--- config.mk ---
export PLATFORM = sky130hd
export DESIGN_NAME = irq_resolver
export DESIGN_NICKNAME = d
export VERILOG_FILES = /design/src/rtl/irq_res_pkg.sv /design/src/rtl/irq_capture.sv /design/src/rtl/irq_inservice.sv /design/src/rtl/irq_prio_scan.sv /design/src/rtl/irq_resolver.sv
export SDC_FILE = /design/constraint.sdc
export NUM_CORES = 1
export LEC_CHECK = 0
export BUFFER_PORTS_ARGS = -buffer_cell sky130_fd_sc_hd__buf_4
export CAP_MARGIN = 30
export CORE_ASPECT_RATIO = 1.25
export CORE_MARGIN = 2
export CORE_UTILIZATION = 50
export DETAILED_ROUTE_END_ITERATION = 6
export PLACE_DENSITY = 0.74
export SETUP_SLACK_MARGIN = 0.1
export SYNTH_ARGS = -nofsm -noshare
export SYNTH_HDL_FRONTEND = slang
export SYNTH_SLANG_ARGS = --single-unit
--- constraint.sdc ---
create_clock -name clk -period 9.9 [get_ports clk]
set_input_delay 1.485 -clock clk [delete_from_list [all_inputs] [get_ports clk]]
set_output_delay 1.485 -clock clk [all_outputs]
set_load 0.02 [all_outputs]
--- src/rtl/irq_res_pkg.sv ---
package irq_res_pkg;
  localparam int NLINES = 8;
  localparam int LW = $clog2(NLINES);
  localparam int RW = LW + 1;

  typedef logic [NLINES-1:0] line_vec_t;
  typedef logic [LW-1:0]     line_id_t;
  typedef logic [RW-1:0]     rank_t;

  localparam rank_t RANK_NONE = rank_t'(NLINES);

  // Rotate so that line `base` lands in bit 0.
  function automatic line_vec_t rotate_down(line_vec_t v, line_id_t base);
    line_vec_t r;
    for (int k = 0; k < NLINES; k++)
      r[k] = v[(k + int'(base)) % NLINES];
    return r;
  endfunction

  // Rank of the best set bit, counted from base; NLINES when empty.
  function automatic rank_t best_rank(line_vec_t v, line_id_t base);
    line_vec_t r;
    rank_t res;
    r = rotate_down(v, base);
    res = RANK_NONE;
    for (int k = NLINES - 1; k >= 0; k--)
      if (r[k]) res = rank_t'(k);
    return res;
  endfunction

  function automatic line_id_t rank_to_line(rank_t rk, line_id_t base);
    return line_id_t'(rk[LW-1:0] + base);
  endfunction

  function automatic line_id_t next_line(line_id_t l);
    return line_id_t'(l + 1'b1);
  endfunction
endpackage

--- src/rtl/irq_capture.sv ---
module irq_capture
  import irq_res_pkg::*;
(
  input  logic      clk,
  input  logic      rst,
  input  line_vec_t req_in,
  input  line_vec_t trig_level,
  input  line_vec_t ack_clr,
  output line_vec_t pend_q
);
  line_vec_t prev_q;

  for (genvar i = 0; i < NLINES; i++) begin : g_line
    logic rise_w;
    assign rise_w = req_in[i] & ~prev_q[i];

    always_ff @(posedge clk) begin
      if (rst) begin
        pend_q[i] <= 1'b0;
        prev_q[i] <= 1'b0;
      end else begin
        prev_q[i] <= req_in[i];
        if (trig_level[i])
          pend_q[i] <= req_in[i];
        else if (rise_w)
          pend_q[i] <= 1'b1;
        else if (ack_clr[i])
          pend_q[i] <= 1'b0;
      end
    end


    level_follow_chk: assert property (@(posedge clk) disable iff (rst)
      ($past(!rst) && $past(trig_level[i])) |-> (pend_q[i] == $past(req_in[i])));


    edge_hold_chk: assert property (@(posedge clk) disable iff (rst)
      ($past(!rst) && $past(!trig_level[i]) && $fell(pend_q[i])) |-> $past(ack_clr[i]));
  end
endmodule

--- src/rtl/irq_inservice.sv ---
module irq_inservice
  import irq_res_pkg::*;
(
  input  logic      clk,
  input  logic      rst,
  input  logic      ack_go,
  input  line_id_t  ack_line,
  input  logic      auto_eoi,
  input  logic      rot_on_aeoi,
  input  logic      serv_clr,
  input  line_id_t  serv_clr_line,
  input  logic      base_load,
  input  line_id_t  base_val,
  output line_vec_t serv_q,
  output line_id_t  base_q
);
  logic set_go, rot_go;
  assign set_go = ack_go & ~auto_eoi;
  assign rot_go = ack_go & auto_eoi & rot_on_aeoi;

  for (genvar i = 0; i < NLINES; i++) begin : g_bit
    always_ff @(posedge clk) begin
      if (rst)
        serv_q[i] <= 1'b0;
      else if (set_go && ack_line == line_id_t'(i))
        serv_q[i] <= 1'b1;
      else if (serv_clr && serv_clr_line == line_id_t'(i))
        serv_q[i] <= 1'b0;
    end
  end

  always_ff @(posedge clk) begin
    if (rst)
      base_q <= '0;
    else if (rot_go)
      base_q <= next_line(ack_line);
    else if (base_load)
      base_q <= base_val;
  end


  ack_marks_chk: assert property (@(posedge clk) disable iff (rst)
    set_go |=> serv_q[$past(ack_line)]);


  aeoi_nomark_chk: assert property (@(posedge clk) disable iff (rst)
    (ack_go && auto_eoi) |=> ((serv_q & ~$past(serv_q)) == '0));


  clr_drops_chk: assert property (@(posedge clk) disable iff (rst)
    (serv_clr && !(set_go && ack_line == serv_clr_line)) |=> !serv_q[$past(serv_clr_line)]);
endmodule

--- src/rtl/irq_prio_scan.sv ---
module irq_prio_scan
  import irq_res_pkg::*;
(
  input  logic      clk,
  input  logic      rst,
  input  line_vec_t pend,
  input  line_vec_t mask_in,
  input  line_vec_t serv,
  input  line_id_t  base,
  input  logic      nest_special,
  input  logic      is_master,
  output logic      win_valid,
  output line_id_t  win_line
);
  localparam line_id_t CASCADE_LINE = line_id_t'(2);

  line_vec_t cand_w, serv_eff_w;
  rank_t     req_rank_w, serv_rank_w;

  assign cand_w = pend & ~mask_in;

  always_comb begin
    serv_eff_w = serv;
    if (nest_special && is_master) serv_eff_w[CASCADE_LINE] = 1'b0;
  end

  assign req_rank_w  = best_rank(cand_w, base);
  assign serv_rank_w = best_rank(serv_eff_w, base);
  assign win_valid   = (req_rank_w != RANK_NONE) && (req_rank_w < serv_rank_w);
  assign win_line    = rank_to_line(req_rank_w, base);


  win_is_candidate_chk: assert property (@(posedge clk) disable iff (rst)
    win_valid |-> (pend[win_line] && !mask_in[win_line]));


  win_not_serviced_chk: assert property (@(posedge clk) disable iff (rst)
    win_valid |-> !serv_eff_w[win_line]);
endmodule

--- src/rtl/irq_resolver.sv ---
module irq_resolver
  import irq_res_pkg::*;
(
  input  logic       clk,
  input  logic       rst,
  input  logic [7:0] req_in,
  input  logic [7:0] trig_level,
  input  logic [7:0] mask_in,
  input  logic       base_load,
  input  logic [2:0] base_val,
  input  logic       nest_special,
  input  logic       is_master,
  input  logic       auto_eoi,
  input  logic       rot_on_aeoi,
  input  logic       ack,
  input  logic       serv_clr,
  input  logic [2:0] serv_clr_line,
  output logic       win_valid,
  output logic [2:0] win_line,
  output logic [7:0] pend_vec,
  output logic [7:0] serv_vec
);
  line_vec_t pend_w, serv_w, ack_clr_w;
  line_id_t  base_w, line_w;
  logic      valid_w, ack_go_w;

  assign ack_go_w = ack & valid_w;

  for (genvar i = 0; i < NLINES; i++) begin : g_clr
    assign ack_clr_w[i] = ack_go_w && (line_w == line_id_t'(i));
  end

  irq_capture u_cap (
    .clk(clk), .rst(rst), .req_in(req_in), .trig_level(trig_level),
    .ack_clr(ack_clr_w), .pend_q(pend_w)
  );

  irq_inservice u_isv (
    .clk(clk), .rst(rst), .ack_go(ack_go_w), .ack_line(line_w),
    .auto_eoi(auto_eoi), .rot_on_aeoi(rot_on_aeoi),
    .serv_clr(serv_clr), .serv_clr_line(serv_clr_line),
    .base_load(base_load), .base_val(base_val),
    .serv_q(serv_w), .base_q(base_w)
  );

  irq_prio_scan u_scan (
    .clk(clk), .rst(rst), .pend(pend_w), .mask_in(mask_in), .serv(serv_w),
    .base(base_w), .nest_special(nest_special), .is_master(is_master),
    .win_valid(valid_w), .win_line(line_w)
  );

  assign win_valid = valid_w;
  assign win_line  = line_w;
  assign pend_vec  = pend_w;
  assign serv_vec  = serv_w;


  idle_ack_chk: assert property (@(posedge clk) disable iff (rst)
    ($past(!rst) && $past(ack && !valid_w && !serv_clr && !base_load)) |->
      ($stable(serv_w) && $stable(base_w)));


  reset_clear_chk: assert property (@(posedge clk)
    $past(rst) |-> (pend_w == '0 && serv_w == '0 && base_w == '0));
endmodule

==> metrics <==
delay of the slowest critical-path stage 0.64 ns; cts repair resizes 0; Die H 80.7 um; Root Buffer Master clkbuf_8; vias per inst 5.97; Fin Setup TNS 0 ns; final slew viol count 0; Syn Inst Count 237; Tmin final 6.07 ns; area grow syn2layout 21.2%; fin util 64.0%; cts hold-fix bufs 0; top-level I/O count 59; Port Buffer Count 58; Tcrit/Tclk final 61.3%; reg2reg path depth 12; row cnt 27; CTS max path bufs 2; simple-gate share of the synthesized area 21.2%; layout cells sized above 1 33.1%; # diodes 0; post-synthesis xor/xnor area fraction 2.60%; GRT Max-Usage Layer met2; clock sink count 27; post-synthesis cell type count between 50 and 60; R2R Path End u_isv.base_q[2]; largest cells by area after synthesis dfxtp_1 23%, mux4_2 12%, mux2i_1 6.8%; post-CTS setup buffers 0; synthesis warning total 0; CP Data Required Time 8.42 ns; met2 GRT Util 40.2%; post-route ant nets 0; cell area after layout 2860 um^2; # nets final 343; Hold Startpoint u_cap.prev_q[2]; Yosys top cell area share 22.9%; reg2reg setup slack about 5.5 ns; critical path's slowest cell dfxtp_1; final setup vio count 0; met1 usage ~30%; gr ovfl total 0; #FFs+latches synth 27; Routed WL per cell ~17 um; Final Power about 990 uW; fmax 165 MHz; max cap viols 0; 1st-iter DRT viols 116; CP max FO 15; DRC viols 0; main combinational cell family by area after synthesis multiplexers; Worst Tran Pin Value 0.739 ns; Post-Syn Nets 289; cts bufs inserted 3; dpl hpwl between 4000 and 5000 um; pin count of the biggest net entering global routing 22; initial antenna violation count 0; DR vias a little over 2000; power density over cell area between 300 and 400 nW/um^2; fraction of the mapped netlist area in adder cells under 10%; Worst VDD drop 400 uV; Hold Path Sink u_cap.pend_q[2]; Post-synth top flop dfxtp_1; die area ~5300 um^2; Post-Syn Area 2360 um^2; Hold Fails Final Rpt 0; H-tree lvl count 1; Worst setup SP type flip-flop; Post-DP Area 2810 um^2; first-pass GRT wire length 9440 um; worst hold path class flip-flop to flip-flop; CP Cell Sequence inv_1 -> ha_1 -> mux4_2 -> mux2i_1 -> nand4_1 -> or2_2 -> ha_1 -> a21oi_1 -> nand2_1 -> o31ai_4 -> nand2_4 -> inv_1 -> buf_4; sequential area share after synthesis a little under a quarter; Compound-Gate Fraction of Synth Area 18.6%; r2r startpoint u_isv.base_q[1]; WS Path Type flip-flop to primary output; vias in the first global route 2024; clock skew 0.00399 ns; Leak 0.00122 uW; Routed WL 5740 um; Hold WS 0.499 ns; GP Congestion 0.874; clock-pin slew on the worst setup and hold paths about 0.09 ns; Core ar. approximately 4500 um^2; overall die width 65.4 um; post-synthesis mux area share 22.7%; post-synth top area cell dfxtp_1; gr usage total a little under a quarter; CP Capture Type primary output; met3 Use GR under 10%; critical path arrival 4.59 ns; CTS tree built; status finished clean; Post-synth EDFFs 0; drt pass-1 iters 4; Avg Cell Area, Syn 9.94 um^2; normalized max-slew margin 50.7%; RSZ-0062 raised after global routing false; Synth async-reset ratio 0%; clock latency on the worst-skew pair 0.26 ns; hold path depth 2; initial core utilization 52.8%
-- area by class of cell --
cell class	count	area (um^2)
well taps	58	72.6
inverters	11	48.8
repair buffers	59	443
fillers	411	1600
flip-flops and latches	27	541
clock buffers	4	45.0
multi-input cells	189	1710
-- synthesized netlist by cell type (2+ instances only) --
library cell	number
dfxtp_1	27
nand2b_1	19
mux2i_1	16
a21oi_1	15
mux4_2	13
ha_1	12
nand2_1	12
inv_1	9
nor2_1	9
nor2b_1	9
o211ai_1	6
o21ai_0	6
a22oi_1	5
mux2_2	5
a31oi_1	4
nand4_1	4
clkbuf_1	3
nand3_1	3
o21a_1	3
o41ai_1	3
o41ai_2	3
and3_1	2
and4b_1	2
and4bb_2	2
buf_1	2
buf_4	2
buf_6	2
nor3_1	2
nor4_1	2
nor4b_1	2
nor4bb_1	2
o311ai_0	2
o31ai_1	2
or2_2	2
-- cells by family after synthesis --
group	Yosys count
flops	27
xor+xnor	4
fa+ha+maj	13
simple gates	79
mux	35
buf+inv	21
compound gates	58
-- critical path: cells and delay by family, from the launching register on --
family	cells	cell delay, ns
adder cells (fa/ha/maj)	2	0.89
multiplexers	2	0.84
AND/OR/NAND/NOR	4	0.73
buffers and inverters	3	0.68
flip-flops	1	0.64
AO/OA/AOI/OAI	2	0.54
-- through the flow --
step / setup slack, ns / std cells
floorplan: 4.47 / 237
global placement: 4.02 / 344
detailed placement: 3.93 / 344
CTS: 3.81 / 348
global route: 3.50 / 348
finish: 3.83 / 348
-- per-layer routing --
metal  vias to the layer above  part of all wire (%)
met1                       990                    44
met3                         7                   2.9
met2                        58                    52
met5                         -                     0
met4                         0                  0.89
li1                       1023                     -
-- report_power, final --
group          internal, uW  switching, uW
clock                  28.7           31.3
combinational           308            460
sequential              127           33.8
-- worst max-delay path by stage --
| stage | from | slack, ns | to |
|---|---|---|---|
| 5_1_grt | u_isv.base_q[1] | 3.50 | win_valid |
| 3_5_place_dp | mask_in[3] | 3.93 | win_valid |
| 2_1_floorplan | nest_special | 4.47 | win_valid |
| 4_1_cts | u_isv.base_q[1] | 3.81 | win_valid |
| 3_3_place_gp | mask_in[3] | 4.02 | win_valid |
| 6_report | u_isv.base_q[1] | 3.83 | win_valid |
-- flip-flops by register name (all words and copies together) (netlist names) --
register	count
u_cap.pend_q	8
u_isv.base_q	3
u_cap.prev_q	8
u_isv.serv_q	8
-- layout by cell type, fill, tap and decap left out, types with 2 or more instances in the layout --
cell type / n
buf_4: 59
dfxtp_1: 27
nand2b_1: 19
mux2i_1: 16
a21oi_1: 15
mux4_2: 13
nand2_1: 12
ha_1: 12
inv_1: 9
nor2_1: 9
nor2b_1: 9
o211ai_1: 6
o21ai_0: 6
mux2_2: 5
a22oi_1: 5
nand4_1: 4
a31oi_1: 4
nand3_1: 3
o21a_1: 3
o41ai_2: 3
o41ai_1: 3
clkbuf_8: 3
and4bb_2: 2
and4b_1: 2
nor4b_1: 2
nor4bb_1: 2
nor4_1: 2
o31ai_1: 2
or2_2: 2
and3_1: 2
o311ai_0: 2
nor3_1: 2
No activity file was read; power rests on OpenSTA's default activity.
